<file path="src/rtl/cfs_pkg.sv">
package cfs_pkg;

    localparam int WORD_W = 16;
    localparam int IDX_W  = $clog2(WORD_W);

    typedef logic [WORD_W-1:0] word_t;

    // Which window the current (or next) cycle belongs to
    typedef struct packed {
        logic             act;  // inside a 16-cycle transfer
        logic             sec;  // the transfer is a secondary one
        logic [IDX_W-1:0] idx;  // bit slot within the transfer, 0 = MSB slot
    } slot_t;

    // Shifter state
    typedef struct packed {
        word_t tx_sh;
        word_t rx_sh;
        word_t rx_word;
        logic  dout;
        logic  rx_valid;
        logic  rx_sec;
        logic  sw_req;
    } shift_t;

endpackage

</file>
<file path="src/rtl/cfs_slot_timer.sv">
module cfs_slot_timer
    import cfs_pkg::*;
#(
    parameter int FRAME_LEN  = 256,
    parameter int SEC_OFFSET = 128
) (
    input  logic  clk,
    input  logic  rst_n,
    input  logic  hw_req,
    input  logic  sw_req,
    output slot_t slot_nxt,
    output slot_t slot_cur,
    output logic  fs
);

    localparam int              CNT_W  = $clog2(FRAME_LEN);
    localparam logic [CNT_W-1:0] LAST   = CNT_W'(FRAME_LEN - 1);
    localparam logic [CNT_W-1:0] SEC_AT = CNT_W'(SEC_OFFSET);
    localparam logic [CNT_W-1:0] WIN    = CNT_W'(WORD_W);

    typedef struct packed {
        logic             run;
        logic [CNT_W-1:0] cnt;
        logic             sec_open;
        logic             fs;
        slot_t            slot;
    } tstate_t;

    localparam tstate_t ST_RST = '{run: 1'b0, cnt: '0, sec_open: 1'b0,
                                   fs: 1'b1, slot: '0};

    tstate_t          st_d, st_q;
    logic [CNT_W-1:0] rel;
    logic             in_pri, in_sec;

    always_comb begin
        st_d = st_q;
        // period counter; the first edge after reset is cycle 0
        if (!st_q.run) begin
            st_d.run = 1'b1;
            st_d.cnt = '0;
        end else if (st_q.cnt == LAST) begin
            st_d.cnt = '0;
        end else begin
            st_d.cnt = st_q.cnt + 1'b1;
        end
        // secondary decision taken once, at the secondary start edge
        if (st_d.cnt == SEC_AT) begin
            st_d.sec_open = hw_req | sw_req;
        end else if (st_d.cnt == '0) begin
            st_d.sec_open = 1'b0;
        end
        rel    = st_d.cnt - SEC_AT;
        in_pri = st_d.cnt < WIN;
        in_sec = st_d.sec_open && (st_d.cnt >= SEC_AT) && (rel < WIN);
        st_d.slot.act = in_pri | in_sec;
        st_d.slot.sec = in_sec;
        st_d.slot.idx = in_sec ? rel[IDX_W-1:0] : st_d.cnt[IDX_W-1:0];
        st_d.fs       = !(in_pri | in_sec);
    end

    always_ff @(posedge clk or negedge rst_n) begin
        if (!rst_n) begin
            st_q <= ST_RST;
        end else begin
            st_q <= st_d;
        end
    end

    assign slot_nxt = st_d.slot;
    assign slot_cur = st_q.slot;
    assign fs       = st_q.fs;

endmodule

</file>
<file path="src/rtl/cfs_word_shifter.sv">
module cfs_word_shifter
    import cfs_pkg::*;
(
    input  logic  clk,
    input  logic  rst_n,
    input  slot_t slot_nxt,
    input  slot_t slot_cur,
    input  word_t pri_tx_word,
    input  word_t sec_tx_word,
    input  logic  din,
    output logic  dout,
    output word_t rx_word,
    output logic  rx_valid,
    output logic  rx_sec,
    output logic  sw_req
);

    localparam logic [IDX_W-1:0] LAST_IDX = IDX_W'(WORD_W - 1);

    shift_t s_d, s_q;
    word_t  tx_pick;
    word_t  rx_next;
    logic   din_fall_q;

    // DIN is captured mid-bit, on the falling edge
    always_ff @(negedge clk or negedge rst_n) begin
        if (!rst_n) begin
            din_fall_q <= 1'b0;
        end else begin
            din_fall_q <= din;
        end
    end

    always_comb begin
        s_d          = s_q;
        s_d.rx_valid = 1'b0;
        tx_pick      = slot_nxt.sec ? sec_tx_word : pri_tx_word;
        rx_next      = {s_q.rx_sh[WORD_W-2:0], din_fall_q};

        // transmit: load at first slot, then shift MSB first
        if (slot_nxt.act) begin
            if (slot_nxt.idx == '0) begin
                s_d.dout  = tx_pick[WORD_W-1];
                s_d.tx_sh = {tx_pick[WORD_W-2:0], 1'b0};
            end else begin
                s_d.dout  = s_q.tx_sh[WORD_W-1];
                s_d.tx_sh = {s_q.tx_sh[WORD_W-2:0], 1'b0};
            end
        end else begin
            s_d.dout = 1'b0;
        end

        // receive: shift the bit sampled during the slot just ending
        if (slot_cur.act) begin
            s_d.rx_sh = rx_next;
            if (slot_cur.idx == LAST_IDX) begin
                s_d.rx_word  = rx_next;
                s_d.rx_valid = 1'b1;
                s_d.rx_sec   = slot_cur.sec;
                if (!slot_cur.sec) begin
                    s_d.sw_req = din_fall_q;
                end
            end
        end
    end

    always_ff @(posedge clk or negedge rst_n) begin
        if (!rst_n) begin
            s_q <= '0;
        end else begin
            s_q <= s_d;
        end
    end

    assign dout     = s_q.dout;
    assign rx_word  = s_q.rx_word;
    assign rx_valid = s_q.rx_valid;
    assign rx_sec   = s_q.rx_sec;
    assign sw_req   = s_q.sw_req;

endmodule

</file>
<file path="src/rtl/codec_fs_master.sv">
module codec_fs_master
    import cfs_pkg::*;
#(
    parameter int FRAME_LEN  = 256,
    parameter int SEC_OFFSET = 128
) (
    input  logic              sclk,
    input  logic              rst_n,
    input  logic              sec_req,
    input  logic [WORD_W-1:0] pri_tx_word,
    input  logic [WORD_W-1:0] sec_tx_word,
    input  logic              din,
    output logic              fs,
    output logic              dout,
    output logic [WORD_W-1:0] rx_word,
    output logic              rx_valid,
    output logic              rx_sec
);

    slot_t slot_nxt;
    slot_t slot_cur;
    logic  sw_req;

    cfs_slot_timer #(
        .FRAME_LEN (FRAME_LEN),
        .SEC_OFFSET(SEC_OFFSET)
    ) timer_i (
        .clk     (sclk),
        .rst_n   (rst_n),
        .hw_req  (sec_req),
        .sw_req  (sw_req),
        .slot_nxt(slot_nxt),
        .slot_cur(slot_cur),
        .fs      (fs)
    );

    cfs_word_shifter shifter_i (
        .clk        (sclk),
        .rst_n      (rst_n),
        .slot_nxt   (slot_nxt),
        .slot_cur   (slot_cur),
        .pri_tx_word(pri_tx_word),
        .sec_tx_word(sec_tx_word),
        .din        (din),
        .dout       (dout),
        .rx_word    (rx_word),
        .rx_valid   (rx_valid),
        .rx_sec     (rx_sec),
        .sw_req     (sw_req)
    );

endmodule

</file>
<file path="config.mk">
export PLATFORM = sky130hd
export DESIGN_NAME = codec_fs_master
export DESIGN_NICKNAME = d
export VERILOG_FILES = /design/src/rtl/cfs_pkg.sv /design/src/rtl/cfs_slot_timer.sv /design/src/rtl/cfs_word_shifter.sv /design/src/rtl/codec_fs_master.sv
export SDC_FILE = /design/constraint.sdc
export NUM_CORES = 1
export LEC_CHECK = 0
export BUFFER_PORTS_ARGS = -buffer_cell sky130_fd_sc_hd__buf_4
export CAP_MARGIN = 20
export CORE_UTILIZATION = 50
export DETAILED_ROUTE_END_ITERATION = 8
export PLACE_DENSITY = 0.75
export REMOVE_ABC_BUFFERS = 1
export SYNTH_ARGS = -nofsm -noshare
export SYNTH_HDL_FRONTEND = slang
export SYNTH_SLANG_ARGS = --single-unit
</file>
<file path="constraint.sdc">
create_clock -name sclk -period 2.4 [get_ports sclk]
set_input_delay 0.24 -clock sclk [delete_from_list [all_inputs] [get_ports sclk]]
set_output_delay 0.24 -clock sclk [all_outputs]
set_load 0.02 [all_outputs]
</file>
==> run_results.csv, run 1 <==
group,metric,value,unit
global_route,grt_usage,20.4,%
worst_setup_path,cp_cell_sequence,"ha_2 -> and4_1 -> o311a_4 -> or2_1 -> o21ai_2 -> a21o_4 -> clkbuf_16 -> mux2_2",
pwr,power_frac_clock,41.8,%
final_layout,nNetsFinal,359,
floorplanning,die-area,6680,um2
sta,setup_ws,0.0434,ns
synth,yosys_warnings,0,
routing,vias_per_cell,5.59,
routing,wl_per_cell,16.0,um
place,dp_slack,0.0308,ns
job,timing.max_cap.violations,0,
place,gp_congestion,0.856,
final_layout,stdcell_count,401,
synth,syn_avg_cell_area,11.9,um2
sta,max_clock_freq,424,MHz
sta,max-slew-margin-rel,48.2,%
synth,synth-main-ff-cell,"dfrtp_1",
global_route,grt_pass1_wl,10.2,mm
synth,ys_seq_elements,64,
global_route,grt_overflow_total,0,
synth,synth_cell_types,48,
outcome,status,"completed",
routing,first_pass_iters,4,
synth,syn_inst,267,
worst_setup_path,critical_path_buf_inv_count,1,
global_route,antenna_found_initial,0,
floorplanning,die_w,81.7,um
worst_setup_path,crit_path_start_kind,"flop",
sta,final_hold_viol_count,0,
synth,synth_top_area_share,48.8,%
synth,synth_seq_area_share,50.4,%
sta,fin_skew,0.0102,ns
worst_setup_path,cp_max_fo,4,
synth,syn-cell-area,3180,um2
routing,drt-initial-drc-count,90,
global_route,grt_max_degree,64,
worst_setup_path,crit_arrival,2.58,ns
clock_tree,root_buffer,"clkbuf_8",
sta,setup_viol,0,
floorplanning,initial_core_util,52.8,%
global_route,grt_pass1_vias,2215,
pwr,leakagePower,1.82,nW
sta,rsz0062_at_grt,"yes",
pwr,p_switching,563,uW
clock_tree,tritoncts,"built",
worst_setup_path,cp_top_family,"compound AO/OA/AOI/OAI gates",
final_layout,drive_gt1_share,47.2,%
synth,synth_edf_count,0,
worst_setup_path,worst_ep_required_time,2.63,ns
pwr,power_frac_seq,47.2,%
worst_setup_path,cpMaxStageDelayCell,"o311a_4",
hold_path,worstHoldPathType,"input pin to asynchronous set/reset pin",
worst_setup_path,end_kind,"flop",
place,placed_cells_incl_taps,382,
routing,drtAntennaViolNets,0,
synth,async_flop_share,100,%
place,dpl.hpwl,4.26,mm
pwr,irDropWorstVdd,420,uV
routing,vias,2240,
sta,min_period_over_period,98.2,%
sta,finalCriticalPeriod,2.36,ns
sta,tightest_slew,0.777,ns
clock_tree,clock_latency,0.34,ns
pwr,p_int,1.91,mW
pwr,swShare,22.8,%
synth,synthTopCellsByArea,"dfrtp_1, mux2_2, nor2_1, buf_4, a311oi_1",
pwr,power,2.47,mW
worst_setup_path,cpPeakStageDelay,0.40,ns
sta,slew_viol_final,0,
routing,routed_wl,6.43,mm
floorplanning,die_y,81.7,um
floorplanning,core_area,6030,um2
final_layout,diodes,0,
worst_setup_path,worst-setup-path-type,"flop to flop",
final_layout,syn2layout_area_growth,24.7,%
pwr,pwr-share-comb,11.0,%
floorplanning,rows,28,
pwr,power_density,624,nW/um2
floorplanning,ios,56,
clock_tree,h-tree-depth,3,
final_layout,fin_util,65.8,%
clock_tree,cts_hold_buf,0,
clock_tree,clock_path_buffers,2,
place,port_buffers,55,
synth,yosysTopAreaCell,"dfrtp_1",
routing,drc_errors,0,
clock_tree,cts_made_buffers,9,
clock_tree,cts_sinks,64,
clock_tree,cts.reportedPaths.clkPinSlew,0.07,ns
-- per-stage QoR --
| step | area (um2) | setup TNS (ns) | hold slack, ns |
|---|---|---|---|
| 2_1_floorplan | 2950 | -6.65 | -0.0556 |
| 3_3_place_gp | 3620 | 0 | 0.480 |
| 3_5_place_dp | 3620 | 0 | 0.483 |
| 4_1_cts | 3840 | 0 | 0.112 |
| 5_1_grt | 3970 | -0.387 | 0.146 |
| 6_report | 3970 | 0 | 0.0793 |
-- routing by layer --
| layer | part of all wire, % | vias up | track usage (%) |
|---|---|---|---|
| li1 | - | 1056 | - |
| met4 | 1.3 | 0 | 8.07 |
| met2 | 48 | 81 | 30.2 |
| met3 | 5.7 | 12 | 5.67 |
| met1 | 45 | 1091 | 28.1 |
| met5 | 0 | - | 0 |
-- flip-flops by register name, summed over array words and instances, names as in the netlist --
signal and count:
shifter_i.dout 1, shifter_i.rx_word 16, timer_i.st_q 10, shifter_i.rx_sec 1, shifter_i.s_q 15, shifter_i.rx_next 15, shifter_i.din_fall_q 1, shifter_i.rx_valid 1
timer_i.slot_cur 2, shifter_i.sw_req 1, timer_i.fs 1
-- worst paths after layout --
path / startpoint / endpoint / slack (ns) / depth (start not counted)
max in group asynchronous: rst_n / shifter_i.din_fall_q / 1.51 / 1
worst max-delay path: timer_i.st_q[8] / shifter_i.s_q[45] / 0.04 / 8
worst min register to register: shifter_i.rx_word[4] / shifter_i.rx_word[4] / 0.51 / 1
worst min-delay path: rst_n / shifter_i.sw_req / 0.08 / 2
worst max register to register: timer_i.st_q[8] / shifter_i.s_q[45] / 0.04 / 8
min in group sclk: pri_tx_word[0] / shifter_i.s_q[37] / 0.25 / 3
-- Yosys cell counts, drive strengths merged (3+ instances only) --
cell type	count
dfrtp	62
mux2	47
a211oi	15
nand3	3
buf	25
nor3	3
a311oi	14
o21ai	4
nand2	5
inv	5
xnor2	3
nor2	37
clkbuf	9
and3	3
-- area by class of cell --
type / instances / area, um2
fill: 463 / 2060
inverter: 5 / 18.8
tap: 75 / 93.8
timing repair buffer: 78 / 657
clock inverter: 3 / 65.1
sequential: 64 / 1600
multi-input combinational: 164 / 1370
clock buffer: 12 / 155
-- what timing repair did --
item | in CTS | in global routing
endpoints found under the setup margin | 5 | 16
gates cloned | 0 | 2
pin swaps | 1 | 5
setup buffers | 0 | 2
gates resized for setup | 0 | 14
-- power groups by stage --
stage,clock network (mW),registers (mW),logic [mW]
final,1.03,1.17,0.273
after global routing,1.11,1.17,0.302
after floorplan,0,1.18,0.133
after CTS,1.06,1.17,0.266
after detailed placement,0,1.18,0.264
after global placement,0,1.18,0.258
-- logic make-up (layout without fill, tap and decap cells) --
logic type / Yosys count / in the layout / share of synthesized area, %
adder cells (fa/ha/maj): 1 / 1 / 0.393
multiplexers: 49 / 49 / 18.0
AO/OA/AOI/OAI: 47 / 47 / 12.5
flip-flops: 64 / 64 / 50.4
buffers and inverters: 39 / 98 / 7.87
other: 1 / 1 / 0.118
XOR/XNOR: 5 / 5 / 1.38
AND/OR/NAND/NOR: 61 / 61 / 9.37
-- worst reg2reg max path, cell delays in order (launching register included) --
cell and delay [ns]:
dfrtp_1 0.39, ha_2 0.21, and4_1 0.17, o311a_4 0.40, or2_1 0.25, o21ai_2 0.16
a21o_4 0.19, clkbuf_16 0.15, mux2_2 0.32
-- cells in the final DEF, fill, tap and decap left out, types with 2 or more instances in the layout --
cell type | synthesis | routed
and2_1 | 2 | 2
a311oi_1 | 14 | 14
mux2_2 | 41 | 40
mux2i_1 | 2 | 2
nor3_1 | 3 | 3
o21ai_0 | 3 | 2
nor2_1 | 37 | 36
clkbuf_16 | 0 | 2
buf_6 | 2 | 3
and3_1 | 3 | 2
a21boi_0 | 2 | 2
buf_4 | 18 | 71
xor2_1 | 2 | 2
xnor2_1 | 3 | 3
nand2_1 | 5 | 5
inv_1 | 5 | 5
dfrtp_1 | 62 | 62
clkbuf_8 | 0 | 11
mux2_4 | 6 | 7
a211oi_1 | 15 | 15
bufinv_16 | 0 | 2
buf_12 | 1 | 2
nand3_1 | 2 | 2
Note: power is estimated with default switching activity, not from simulation.
==> inputs of run 2 (changes only) <==
--- a/config.mk
+++ b/config.mk
@@ -10,6 +10,7 @@
 export CORE_UTILIZATION = 50
 export DETAILED_ROUTE_END_ITERATION = 8
 export PLACE_DENSITY = 0.75
+export RECOVER_POWER = 25
 export REMOVE_ABC_BUFFERS = 1
 export SYNTH_ARGS = -nofsm -noshare
 export SYNTH_HDL_FRONTEND = slang
==> run 2 against run 1 <==
Total power hardly changed. Register-to-register slack hardly changed. Sequential power is essentially flat. Critical path depth did not move. Clock power about the same. Sequential cell count did not move. Worst hold slack gained 0.17 ns. Wire length about the same. Fmax is the same. Highest routed layer unchanged. The run now ends with capacitance limit, slew limit left. Die area unchanged. Worst setup slack unchanged. Clock skew about the same.
==> run_results.csv, run 2 (synthesis results as in run 1) <==
group,metric,value,unit
global_route,grt_max_degree,64,
final_layout,drive_gt1_share,46.9,%
clock_tree,root_buffer,"clkbuf_8",
routing,wl_per_cell,16.0,um
place,port_buffers,55,
worst_setup_path,worst-setup-path-type,"flop to flop",
routing,drt-initial-drc-count,90,
routing,routed_wl,6.43,mm
final_layout,syn2layout_area_growth,24.5,%
worst_setup_path,r2r_slack,0.04,ns
worst_setup_path,worst_ep_required_time,2.63,ns
pwr,power_density,624,nW/um2
sta,finalCriticalPeriod,2.36,ns
sta,min_period_over_period,98.2,%
clock_tree,clock_latency,0.34,ns
sta,rsz0062_at_grt,"yes",
worst_setup_path,cp-startpoint,"timer_i.st_q[8]",
routing,first_pass_iters,4,
pwr,p_switching,563,uW
floorplanning,rows,28,
pwr,p_int,1.91,mW
floorplanning,ios,56,
global_route,antenna_found_initial,0,
place,dpl.hpwl,4.26,mm
sta,tns,0,ns
worst_setup_path,end_kind,"flop",
routing,vias_per_cell,5.59,
global_route,grt_overflow_total,0,
routing,routed-wl-met2,3.08,mm
worst_setup_path,crit_path_start_kind,"flop",
clock_tree,tritoncts,"built",
final_layout,n_fill_cell,463,
place,gp_congestion,0.856,
sta,final_hold_viol_count,0,
clock_tree,cts_hold_buf,0,
floorplanning,core_area,6030,um2
pwr,power,2.47,mW
clock_tree,cts_made_buffers,9,
hold_path,worstHoldPathType,"input pin to flop",
routing,drc_errors,0,
pwr,leakagePower,1.81,nW
routing,vias,2240,
outcome,violations,"capacitance limit, slew limit",
floorplanning,die_w,81.7,um
worst_setup_path,rr_worst_depth,8,
worst_setup_path,cp_max_fo,4,
routing,drtAntennaViolNets,0,
final_layout,stdcell_count,401,
sta,fin_skew,0.0102,ns
outcome,status,"complete, but fails checks",
global_route,grt_usage,20.4,%
final_layout,diodes,0,
routing,wl_met3,368,um
pwr,power_frac_clock,41.8,%
floorplanning,die-area,6680,um2
worst_setup_path,crit_arrival,2.58,ns
clock_tree,clock_path_buffers,2,
sta,tightest_slew,1.52,ns
floorplanning,initial_core_util,52.8,%
final_layout,largest_reg_flops,16,
floorplanning,die_y,81.7,um
routing,top_layer_used,"met4",
clock_tree,cts.reportedPaths.clkPinSlew,0.07,ns
worst_setup_path,worstSetupEndpoint,"shifter_i.s_q[45]",
sta,max_clock_freq,424,MHz
final_layout,nNetsFinal,359,
pwr,pwr-share-comb,11.0,%
place,placed_cells_incl_taps,382,
pwr,irDropWorstVdd,420,uV
worst_setup_path,r2r-start,"timer_i.st_q[8]",
routing,met1_length,2.89,mm
clock_tree,h-tree-depth,3,
pwr,power_frac_seq,47.2,%
final_layout,final_cell_mix,"buf_4, dfrtp_1, mux2_2",
sta,max-slew-margin-rel,-1.13,%
worst_setup_path,worstReg2RegEnd,"shifter_i.s_q[45]",
global_route,grt_pass1_wl,10.2,mm
sta,setup_viol,0,
sta,slew_viol_final,64,
global_route,grt_pass1_vias,2215,
final_layout,final_common_cell,"buf_4",
clock_tree,cts_sinks,64,
pwr,swShare,22.8,%
job,timing.max_cap.violations,1,
==> run 2: changes by cell type in the layout (fill, tap and decap cells not counted), sizes merged <==
cell    previous run  this run
buf               76        74
clkbuf            14        16
==> run 2: worst max-delay path, cell delays in order, from the launching register on <==
cell and delay [ns]:
dfrtp_1 0.39, ha_2 0.21, and4_1 0.17, o311a_4 0.40, or2_1 0.25, o21ai_2 0.16
a21o_4 0.19, clkbuf_16 0.15, mux2_2 0.32
==> run 2: power groups by stage <==
stage / logic [mW] / clock network, mW / registers [mW]
final: 0.271 / 1.03 / 1.17
after global routing: 0.301 / 1.11 / 1.17
after floorplan: 0.133 / 0 / 1.18
after global placement: 0.258 / 0 / 1.18
after CTS: 0.266 / 1.06 / 1.17
after detailed placement: 0.264 / 0 / 1.18
==> run 2: worst min path at each step <==
stage                              start                   end  slack, ns  cells past startpoint
after CTS                          rst_n  shifter_i.rx_word[3]       0.11                      2
final                     pri_tx_word[0]     shifter_i.s_q[37]       0.25                      3
after detailed placement           rst_n  shifter_i.rx_word[3]       0.48                      2
after global placement             rst_n  shifter_i.rx_word[3]       0.48                      2
after global routing      pri_tx_word[0]     shifter_i.s_q[37]       0.26                      3
after floorplan                    rst_n        shifter_i.dout      -0.06                      0
==> run 2: stage by stage <==
step | instance area [um2] | setup WS (ns) | util [%] | hold WS, ns
2_1_floorplan | 2950 | -0.433 | - | -0.0556
3_3_place_gp | 3620 | 0.0843 | 60.2 | 0.480
3_5_place_dp | 3620 | 0.0308 | 60.2 | 0.483
4_1_cts | 3840 | 0.00584 | 63.8 | 0.112
5_1_grt | 3960 | -0.0481 | 65.7 | 0.257
6_report | 3960 | 0.0434 | 65.7 | 0.246
==> run 2: per-layer routing <==
layer,vias to the layer above,track usage [%]
met2,81,30.2
met5,-,0
li1,1056,-
met4,0,8.07
met3,12,5.67
met1,1091,28.1
==> run 2: area by class of cell <==
type	instances	area, um2	area share (%)
clock buffer	12	155	3.92
inverter	5	18.8	0.474
multi-input combinational	164	1370	34.7
timing repair buffer	78	651	16.4
sequential	64	1600	40.5
clock inverter	3	65.1	1.64
tap	75	93.8	2.37
==> run 2: what timing repair did <==
action	CTS	global route
setup endpoints to repair	5	16
cloned	0	2
gates resized for setup	0	14
pin swaps	1	5
buffers inserted	0	2
